**config.mk**
```make
export PLATFORM = sky130hd
export DESIGN_NAME = vowel_peak_coder
export DESIGN_NICKNAME = d
export VERILOG_FILES = /design/src/rtl/peak_pkg.sv /design/src/rtl/peak_finder.sv /design/src/rtl/peak_coder.sv /design/src/rtl/code_matcher.sv /design/src/rtl/vowel_peak_coder.sv
export SDC_FILE = /design/constraint.sdc
export NUM_CORES = 1
export LEC_CHECK = 0
export BUFFER_PORTS_ARGS = -buffer_cell sky130_fd_sc_hd__buf_2
export CAP_MARGIN = 20
export CORE_ASPECT_RATIO = 0.8
export CORE_MARGIN = 2
export CORE_UTILIZATION = 50
export CTS_CLUSTER_DIAMETER = 50
export CTS_CLUSTER_SIZE = 16
export DETAILED_ROUTE_END_ITERATION = 16
export PLACE_DENSITY = 0.69
export SLEW_MARGIN = 20
export SYNTH_ARGS = -nofsm -noshare
export SYNTH_HDL_FRONTEND = slang
export SYNTH_SLANG_ARGS = --single-unit
export TNS_END_PERCENT = 30
```
**constraint.sdc**
```tcl
create_clock -name clk -period 5.5 [get_ports clk]
set_input_delay 1.65 -clock clk [delete_from_list [all_inputs] [get_ports clk]]
set_output_delay 1.65 -clock clk [all_outputs]
set_load 0.05 [all_outputs]
```
**src/rtl/peak_pkg.sv**
```systemverilog
package peak_pkg;
    typedef enum logic [1:0] {
        SLOPE_FLAT = 2'd0,
        SLOPE_UP   = 2'd1,
        SLOPE_DOWN = 2'd2
    } slope_e;

    typedef struct packed {
        logic pol;
        logic larger;
    } peak_code_t;

    localparam int CODE_W = $bits(peak_code_t);
endpackage

```
**src/rtl/peak_finder.sv**
```systemverilog
module peak_finder
    import peak_pkg::*;
#(
    parameter int DW = 12
) (
    input  logic                 clk,
    input  logic                 rst,
    input  logic                 in_valid,
    input  logic signed [DW-1:0] in_data,
    input  logic [DW-2:0]        thr,
    output logic                 hit,
    output logic                 hit_pol,
    output logic [DW-1:0]        hit_mag
);
    logic signed [DW-1:0] prev_q;
    logic                 have_q;
    slope_e               slope_q;

    logic signed [DW:0] thr_ext, prev_ext, mag_ext;
    logic rise_end, fall_end;

    always_comb begin
        thr_ext  = $signed({2'b00, thr});
        prev_ext = $signed({prev_q[DW-1], prev_q});
        rise_end = have_q && (slope_q == SLOPE_UP)   && (in_data < prev_q) && (prev_ext > thr_ext);
        fall_end = have_q && (slope_q == SLOPE_DOWN) && (in_data > prev_q) && (prev_ext < -thr_ext);
        hit      = in_valid && (rise_end || fall_end);
        hit_pol  = rise_end;
        mag_ext  = rise_end ? prev_ext : -prev_ext;
        hit_mag  = mag_ext[DW-1:0];
    end

    always_ff @(posedge clk) begin
        if (rst) begin
            prev_q  <= '0;
            have_q  <= 1'b0;
            slope_q <= SLOPE_FLAT;
        end else if (in_valid) begin
            have_q <= 1'b1;
            prev_q <= in_data;
            if (have_q) begin
                if (in_data > prev_q)      slope_q <= SLOPE_UP;
                else if (in_data < prev_q) slope_q <= SLOPE_DOWN;
            end
        end
    end
endmodule

```
**src/rtl/peak_coder.sv**
```systemverilog
module peak_coder
    import peak_pkg::*;
#(
    parameter int DW = 12,
    parameter int IW = 8
) (
    input  logic          clk,
    input  logic          rst,
    input  logic          in_valid,
    input  logic          hit,
    input  logic          hit_pol,
    input  logic [DW-1:0] hit_mag,
    output logic          push,
    output peak_code_t    push_code,
    output logic          hist_clear,
    output logic          sym_valid,
    output peak_code_t    sym_code,
    output logic [IW-1:0] sym_interval
);
    localparam logic [IW-1:0] CNT_MAX = {IW{1'b1}};

    logic [IW-1:0] cnt_q, cnt_nxt;
    logic [1:0]    seen_q;
    logic [DW-1:0] last_q [2];

    always_comb begin
        cnt_nxt          = (cnt_q == CNT_MAX) ? CNT_MAX : cnt_q + 1'b1;
        push             = in_valid && hit;
        push_code.pol    = hit_pol;
        push_code.larger = !seen_q[hit_pol] || (hit_mag > last_q[hit_pol]);
        hist_clear       = in_valid && (cnt_nxt == CNT_MAX);
    end

    always_ff @(posedge clk) begin
        if (rst) begin
            cnt_q        <= '0;
            seen_q       <= '0;
            last_q[0]    <= '0;
            last_q[1]    <= '0;
            sym_valid    <= 1'b0;
            sym_code     <= '0;
            sym_interval <= '0;
        end else begin
            sym_valid <= push;
            if (in_valid) begin
                if (hit) begin
                    cnt_q           <= '0;
                    seen_q[hit_pol] <= 1'b1;
                    last_q[hit_pol] <= hit_mag;
                    sym_code        <= push_code;
                    sym_interval    <= cnt_nxt;
                end else begin
                    cnt_q <= cnt_nxt;
                end
            end
        end
    end
endmodule

```
**src/rtl/code_matcher.sv**
```systemverilog
module code_matcher
    import peak_pkg::*;
#(
    parameter int NREF  = 4,
    parameter int DEPTH = 8,
    parameter logic [NREF*DEPTH*CODE_W-1:0] REFS = '0,
    localparam int IXW = (NREF > 1) ? $clog2(NREF) : 1
) (
    input  logic           clk,
    input  logic           rst,
    input  logic           push,
    input  peak_code_t     push_code,
    input  logic           clear,
    output logic           match_valid,
    output logic [IXW-1:0] match_idx
);
    localparam int HW = DEPTH * CODE_W;
    localparam int FW = $clog2(DEPTH + 1);

    logic [HW-1:0]   hist_q;
    logic [FW-1:0]   fill_q;
    logic            pushed_q;
    logic [NREF-1:0] hit_vec;
    logic [IXW-1:0]  idx_c;
    logic            any_c;

    for (genvar i = 0; i < NREF; i++) begin : g_ref
        assign hit_vec[i] = (hist_q == REFS[i*HW +: HW]);
    end

    always_comb begin
        idx_c = '0;
        any_c = 1'b0;
        for (int i = NREF - 1; i >= 0; i--) begin
            if (hit_vec[i]) begin
                idx_c = IXW'(i);
                any_c = 1'b1;
            end
        end
    end

    always_ff @(posedge clk) begin
        if (rst) begin
            hist_q      <= '0;
            fill_q      <= '0;
            pushed_q    <= 1'b0;
            match_valid <= 1'b0;
            match_idx   <= '0;
        end else begin
            pushed_q    <= push;
            match_valid <= pushed_q && (fill_q == FW'(DEPTH)) && any_c;
            if (pushed_q && any_c) match_idx <= idx_c;
            if (clear && push) begin
                hist_q <= HW'(push_code);
                fill_q <= FW'(1);
            end else if (clear) begin
                fill_q <= '0;
            end else if (push) begin
                hist_q <= {hist_q[HW-CODE_W-1:0], push_code};
                if (fill_q != FW'(DEPTH)) fill_q <= fill_q + 1'b1;
            end
        end
    end
endmodule

```
**src/rtl/vowel_peak_coder.sv**
```systemverilog
module vowel_peak_coder
    import peak_pkg::*;
#(
    parameter int DW    = 12,
    parameter int IW    = 8,
    parameter int NREF  = 4,
    parameter int DEPTH = 8,
    parameter logic [NREF*DEPTH*CODE_W-1:0] REFS = 64'h8888_DDDD_2222_7777,
    localparam int IXW = (NREF > 1) ? $clog2(NREF) : 1
) (
    input  logic                 clk,
    input  logic                 rst,
    input  logic                 smp_valid,
    input  logic signed [DW-1:0] smp_data,
    input  logic [DW-2:0]        noise_thr,
    output logic                 sym_valid,
    output logic                 sym_pol,
    output logic                 sym_larger,
    output logic [IW-1:0]        sym_interval,
    output logic                 match_valid,
    output logic [IXW-1:0]       match_idx
);
    logic          pk_hit, pk_pol;
    logic [DW-1:0] pk_mag;
    logic          push, hist_clear;
    peak_code_t    push_code, sym_code;

    peak_finder #(.DW(DW)) u_find (
        .clk(clk), .rst(rst), .in_valid(smp_valid), .in_data(smp_data),
        .thr(noise_thr), .hit(pk_hit), .hit_pol(pk_pol), .hit_mag(pk_mag)
    );

    peak_coder #(.DW(DW), .IW(IW)) u_code (
        .clk(clk), .rst(rst), .in_valid(smp_valid), .hit(pk_hit),
        .hit_pol(pk_pol), .hit_mag(pk_mag), .push(push), .push_code(push_code),
        .hist_clear(hist_clear), .sym_valid(sym_valid), .sym_code(sym_code),
        .sym_interval(sym_interval)
    );

    code_matcher #(.NREF(NREF), .DEPTH(DEPTH), .REFS(REFS)) u_match (
        .clk(clk), .rst(rst), .push(push), .push_code(push_code),
        .clear(hist_clear), .match_valid(match_valid), .match_idx(match_idx)
    );

    assign sym_pol    = sym_code.pol;
    assign sym_larger = sym_code.larger;
endmodule

```
# Word level (Yosys, flattened, before mapping)
# Memories as Yosys holds them, arrays and structs flattened.
# Cells that the tools add are included.
totals:
  register_bits: 59
  ram_bits: 24
  inputBits: 26
  output_inout_bits: 14
  word_cells: 103
  n_memories: 1
mem_list:
  columns: ["name", "depth", "word_bits", "rd", "rd_clocked_by_memory_dff", "wr", "line_no", "source"]
  rows:
  - ["u_code.last_q", 2, 12, 1, 0, 2, "peak_coder.sv:24", "logic [DW-1:0] last_q [2];"]
classes:
  add_sub_neg: 4
  magnitude_cmp: 7
  n_eq_ne: 11
  n_mux: 33
  bitwise: 2
  reduce_logical: 30
op_table:
  columns: ["op", "n"]
  rows:
  - ["12-bit > comparator", 3]
  - ["16-bit == test (second input constant)", 2]
  - ["12-bit 2-to-1 mux", 2]
  - ["1-bit 2-to-1 mux", 19]
  - ["2-bit 2-to-1 mux", 9]
  - ["16-bit by 14-bit == test with 1-bit output (second input constant)", 1]
  - ["16-bit by 15-bit == test with 1-bit output (second input constant)", 1]
  - ["8-bit == test (second input constant)", 2]
  - ["8-bit 2-to-1 mux", 2]
  - ["1-bit logical AND", 14]
  - ["12-bit by 13-bit less-than comparator with 1-bit output", 1]
  - ["11-bit negation with 13-bit output", 1]
  - ["12-bit less-than comparator", 1]
  - ["12-bit negation", 1]
  - ["12-bit OR reduction", 1]
  - ["2-bit AND reduction", 5]
  - ["8-bit by 1-bit adder with 8-bit output (second input constant)", 1]
  - ["3-bit nonzero test", 2]
  - ["4-bit by 1-bit adder with 4-bit output (second input constant)", 1]
  - ["4-bit == test (second input constant)", 1]
  - ["4-bit != test (second input constant)", 1]
  - ["2-bit nonzero test", 2]
  - ["3-bit AND reduction", 1]
  - ["3-bit OR reduction", 1]
  - ["11 further kinds", 12]

# Longest topological paths before layout
depth:
  depth_word: 12
  mapped_depth: 19
  depth_no_buf: 17

# Modules after synthesis
# A second synthesis with hierarchy kept.
hier_totals:
  cells_unflattened: 564
  hier_area_um2: 5327.6
by_module_without_submodules:
  columns: ["module", "instances", "cells_per_inst", "area_per_inst_um2", "seq_area_each_um2"]
  rows:
  - ["peak_coder", 1, 216, 2321.0, 1141.1]
  - ["peak_finder", 1, 229, 1886.8, 300.3]
  - ["code_matcher", 1, 119, 1119.8, 480.5]

# Least setup slack after synthesis
# Ideal clock, no wire load.
synth_timing:
  path_kind: "input port to flip-flop"
  from: "input smp_data[5]"
  to: "register u_code.sym_code[0] (netlist name)"
  setup_ns: 0.127
  t_arrival_ns: 4.893
  required_ns: 5.373
  slack_ns: 0.480
  stages: 16
  path_buffers: 2
  path_cell_list: "ha_1 a211oi_1 nor3_1 nor3_1 nor4b_2 o21a_1 clkbuf_1 buf_2 mux2i_1 ha_1 a21o_1 a21o_1 a211oi_1 o21ai_0 o31ai_1 a31oi_1"
synth_between:
  elab_chain_len: 7
  word_cells_on_any_way: 16
  cone_classes: "3 x order compare; 3 x mux; 9 x reduce/logical; 1 x memory"
synth_lines:
  columns: ["element", "line_no", "source"]
  rows:
  - ["start, declared", "vowel_peak_coder.sv:14", "input logic signed [DW-1:0] smp_data,"]
  - ["branches (longest 7 deep; another with 12-bit less-than comparator)", null, null]
# Parallel ways; which one is timed is not known. The select of a mux whose other input is x is not followed.
# A chain may end at the register's enable or synchronous reset.

# Final worst setup path
layout_timing:
  from: "input noise_thr[10]"
  to: "register u_code.sym_code[0] (netlist name)"
layout_between:
  word_cells_on_any_way: 15
  cone_classes: "1 x add/sub; 3 x order compare; 3 x mux; 7 x reduce/logical; 1 x memory"
layout_rtl:
  columns: ["element", "line_no", "source"]
  rows:
  - ["start, declared", "vowel_peak_coder.sv:15", "input logic [DW-2:0] noise_thr,"]
  - ["12-bit > comparator", "peak_finder.sv:25", "rise_end = have_q && (slope_q == SLOPE_UP) && (in_data < prev_q) && (prev_ext > thr_ext);"]
  - ["1-bit logical AND", "peak_finder.sv:25", null]
  - ["12-bit 2-to-1 mux", "peak_finder.sv:29", "mag_ext = rise_end ? prev_ext : -prev_ext;"]
  - ["named net pk_mag[5]", "vowel_peak_coder.sv:24", "logic [DW-1:0] pk_mag;"]
  - ["12-bit > comparator", "peak_coder.sv:30", "push_code.larger = !seen_q[hit_pol] || (hit_mag > last_q[hit_pol]);"]
  - ["1-bit logical OR", "peak_coder.sv:30", null]
# The timed path passes the listed nets, and every way through them passes these cells. The select of a mux whose other input is x is not followed.

==> out/metrics.yaml <==
hold_viol: 0
synth_flop_cell: "dfxtp_1"
root_buffer: "clkbuf_16"
hold_end: "u_code.sym_interval[7]"
cp_max_fo: 11
grt_pass1_vias: 4386
crit_required_ps: 5710
maxSlewHeadroom_pct: 24.9
synthXorXnorAreaFrac_pct: 1.86
ys_top_cells_by_area: "dfxtp_1 22%, edfxtp_1 14%, ha_1 13%"
cp-end-kind: "flop"
ys_seq_area_share_pct: 36.0
port_buffers: 39
hold_depth: 2
finalWirelength_um: 13000
power_density_nw_per_um2: 239
placed_area_sq_um: 5520
start_util_pct: 50.9
die-width_um: 118
synthesis.area_sq_um: 5170
cap_violations: 0
tns_ps: 0
ys_warn_count: 0
stdcell_area_sq_um: 5780
fin_skew_ps: 4.44
coreArea_sq_um: 10200
critPathKind: "primary input to flop"
grt_pass1_wl_um: 21400
final_nets: 708
fin_crit_sh_pct: 89.2
htreeDepth: 3
reg2reg_depth: 17
drc: 0
wl_per_cell_um: 16.8
cp_slowest_cell: "or2_2"
cts_max_path_buffers: 2
antenna_cells: 0
clk_latency_ps: 330
grt_max_degree: 39
groute.usage.overall_pct: 23.9
cts_hold_buf: 0
synthCells: 600
yosys.area.top_type_share_pct: 22.1
synth_edf_count: 24
worstReg2RegEnd: "u_code.sym_code[0]"
vias: 4545
clk_pin_slew_ps: 60
row_count: 33
hp-start: "u_code.sym_interval[7]"
ant_nets: 0
firstDrtPassIters: 5
syn_nets: 678
cts_buffers: 9
synthArstFlopShare_pct: 0
clockPowerShare_pct: 39.0
postCtsSetupBuffers: 0
die-area_sq_um: 11200
finalCriticalPeriod_ps: 4900
yosysTopAreaCell: "dfxtp_1"
drt-initial-drc-count: 308
hold_path_class: "flop to flop"
synth_fa_ha_area_share_pct: 12.6
sw_frac_of_total_pct: 26.6
cts_resized: 0
antenna_found_initial: 0
place_hpwl_um: 9340
die_h_um: 95.0
gp_congestion: 0.919
overflow: 0
final_layout_size_suffix_gt1_share_pct: 11.3
rsz0062_at_grt: "false"
setup_viol: 0
power_frac_comb_pct: 14.2
area_growth_pct: 11.7
reg2reg_slack_ps: 1300
fmax_ghz: 0.204
cts_tree: "yes"
cp_data_arrival_time_ps: 5110
p_switching_uw: 367
max-vdd-ir-drop_mv: 0.143
synth_top_family_by_area: "simple AND/OR/NAND/NOR gates"
tightest_slew_ps: 1120
cts_sinks: 81
routed_via_density: 5.86
start_kind: "primary input"
status: "completed"
syn_avg_cell_area_sq_um: 8.62
crit_chain: "buf_2, inv_1, ha_1, nand4b_1, or2_2, o21ai_0, a21oi_1, o21a_1, buf_4, o21ai_0, nand2_1, ha_1, a21o_1, a21o_1, a211oi_1, o21ai_0, o31ai_1, a31oi_1"
r2r-start: "u_find.prev_q[1]"
cp_common_cell: "o21ai_0"
sequentialPowerShare_pct: 46.8
synth_compound_area_share_pct: 15.7
ys_seq_elements: 81
synthSimpleGateAreaFrac_pct: 22.7
p_int_mw: 1.01
ios: 40
muxShareOfSynthArea_pct: 5.85
synthDistinctLibCells: 54
crit_path_max_incr_delay_ps: 360
p_leak_nw: 2.33
drv_slew: 0
==> cell type report <==
class	instances	area [sq um]
clock buffers	13	240
clock inverters	3	17.5
well taps	140	175
flip-flops and latches	81	1860
fillers	958	4380
repair buffers	52	305
inverters	37	139
multi-input cells	449	3040
==> per-stage QoR <==
| stage | power [mW] | utilization [%] | hold slack [ps] | instances | setup WS (ps) |
|---|---|---|---|---|---|
| final | 1.38 | 56.9 | 465 | 775 | 595 |
| after global routing | 1.44 | 56.9 | 494 | 775 | 300 |
| after CTS | 1.39 | 56.9 | 469 | 775 | 595 |
| after detailed placement | 0.849 | 54.4 | 461 | 759 | 254 |
| after global placement | 0.842 | 54.4 | 448 | 759 | 381 |
| after floorplan | 0.788 | - | 435 | 600 | 480 |
==> state kept, by name, summed over array words and instances (netlist names), 2 cells and up <==
name / cells
u_match.match_idx: 2
u_code.seen_q: 2
u_match.fill_q: 4
u_match.hist_q: 15
u_code.last_q: 24
u_code.sym_interval: 8
u_find.slope_q: 2
u_code.cnt_q: 8
u_find.prev_q: 12
==> kinds of logic (layout without fill, tap and decap cells) <==
group / after synthesis / after routing
AND/OR/NAND/NOR: 221 / 221
multiplexers: 30 / 30
buffers and inverters: 70 / 105
other: 1 / 1
AO/OA/AOI/OAI: 134 / 134
adder cells (fa/ha/maj): 52 / 52
XOR/XNOR: 11 / 11
flip-flops: 81 / 81
==> cells in the final DEF (no fill, tap or decap), types with 23 or more instances in the layout <==
cell type / count
dfxtp_1: 57
a21oi_1: 53
ha_1: 52
nor2_1: 43
nand2_1: 41
buf_2: 39
inv_1: 36
o21ai_0: 34
mux2i_1: 28
edfxtp_1: 24
nand3_1: 23
==> critical path, delay by kind of cell <==
family / cells / cell delay (ps)
AND/OR/NAND/NOR: 3 / 630
AO/OA/AOI/OAI: 10 / 1800
buffers and inverters: 3 / 340
adder cells (fa/ha/maj): 2 / 670
==> worst max-delay path by stage <==
stage,to,startpoint,depth (start not counted)
CTS,u_match.hist_q[6],noise_thr[3],17
global route,u_code.last_q[0][5],noise_thr[3],15
finish,u_code.sym_code[0],noise_thr[10],18
global placement,u_match.hist_q[10],noise_thr[3],17
detailed placement,u_match.hist_q[6],noise_thr[3],17
floorplan,u_code.sym_code[0],smp_data[5],16
==> synth_stat cells, types with 3 or more instances <==
cell type,number
dfxtp_1,57
a21oi_1,53
ha_1,52
nor2_1,43
nand2_1,41
inv_1,36
o21ai_0,34
mux2i_1,28
clkbuf_1,26
edfxtp_1,24
nand3_1,23
nand4_1,21
nor3_1,20
nor2b_1,18
nor4_1,13
or3_1,11
a21o_1,10
xnor2_1,9
buf_2,6
a211oi_1,5
a311oi_1,5
nand2b_1,5
o211ai_1,5
a31oi_1,4
nor4bb_1,4
or4_1,4
a211o_1,3
and3_1,3
and4_1,3
o21a_1,3
==> layer usage <==
layer / vias up / routed length, um / share of wire [%] / global-route usage [%]
met2: 128 / 5930 / 45 / 38.8
met1: 2156 / 6310 / 48 / 32.7
li1: 2241 / - / - / -
met3: 20 / 578 / 4.4 / 3.50
met4: 0 / 216 / 1.7 / 8.73
met5: - / 0 / 0 / 0
==> power groups by stage <==
stage          Sequential (mW)  Clock (mW)  Combinational, mW
4_1_cts                  0.644       0.547              0.194
5_1_grt                  0.646       0.570              0.222
2_1_floorplan            0.651           0              0.137
3_5_place_dp             0.657           0              0.192
3_3_place_gp             0.657           0              0.185
6_report                 0.645       0.539              0.196
Power figures use the tool's default switching activity.
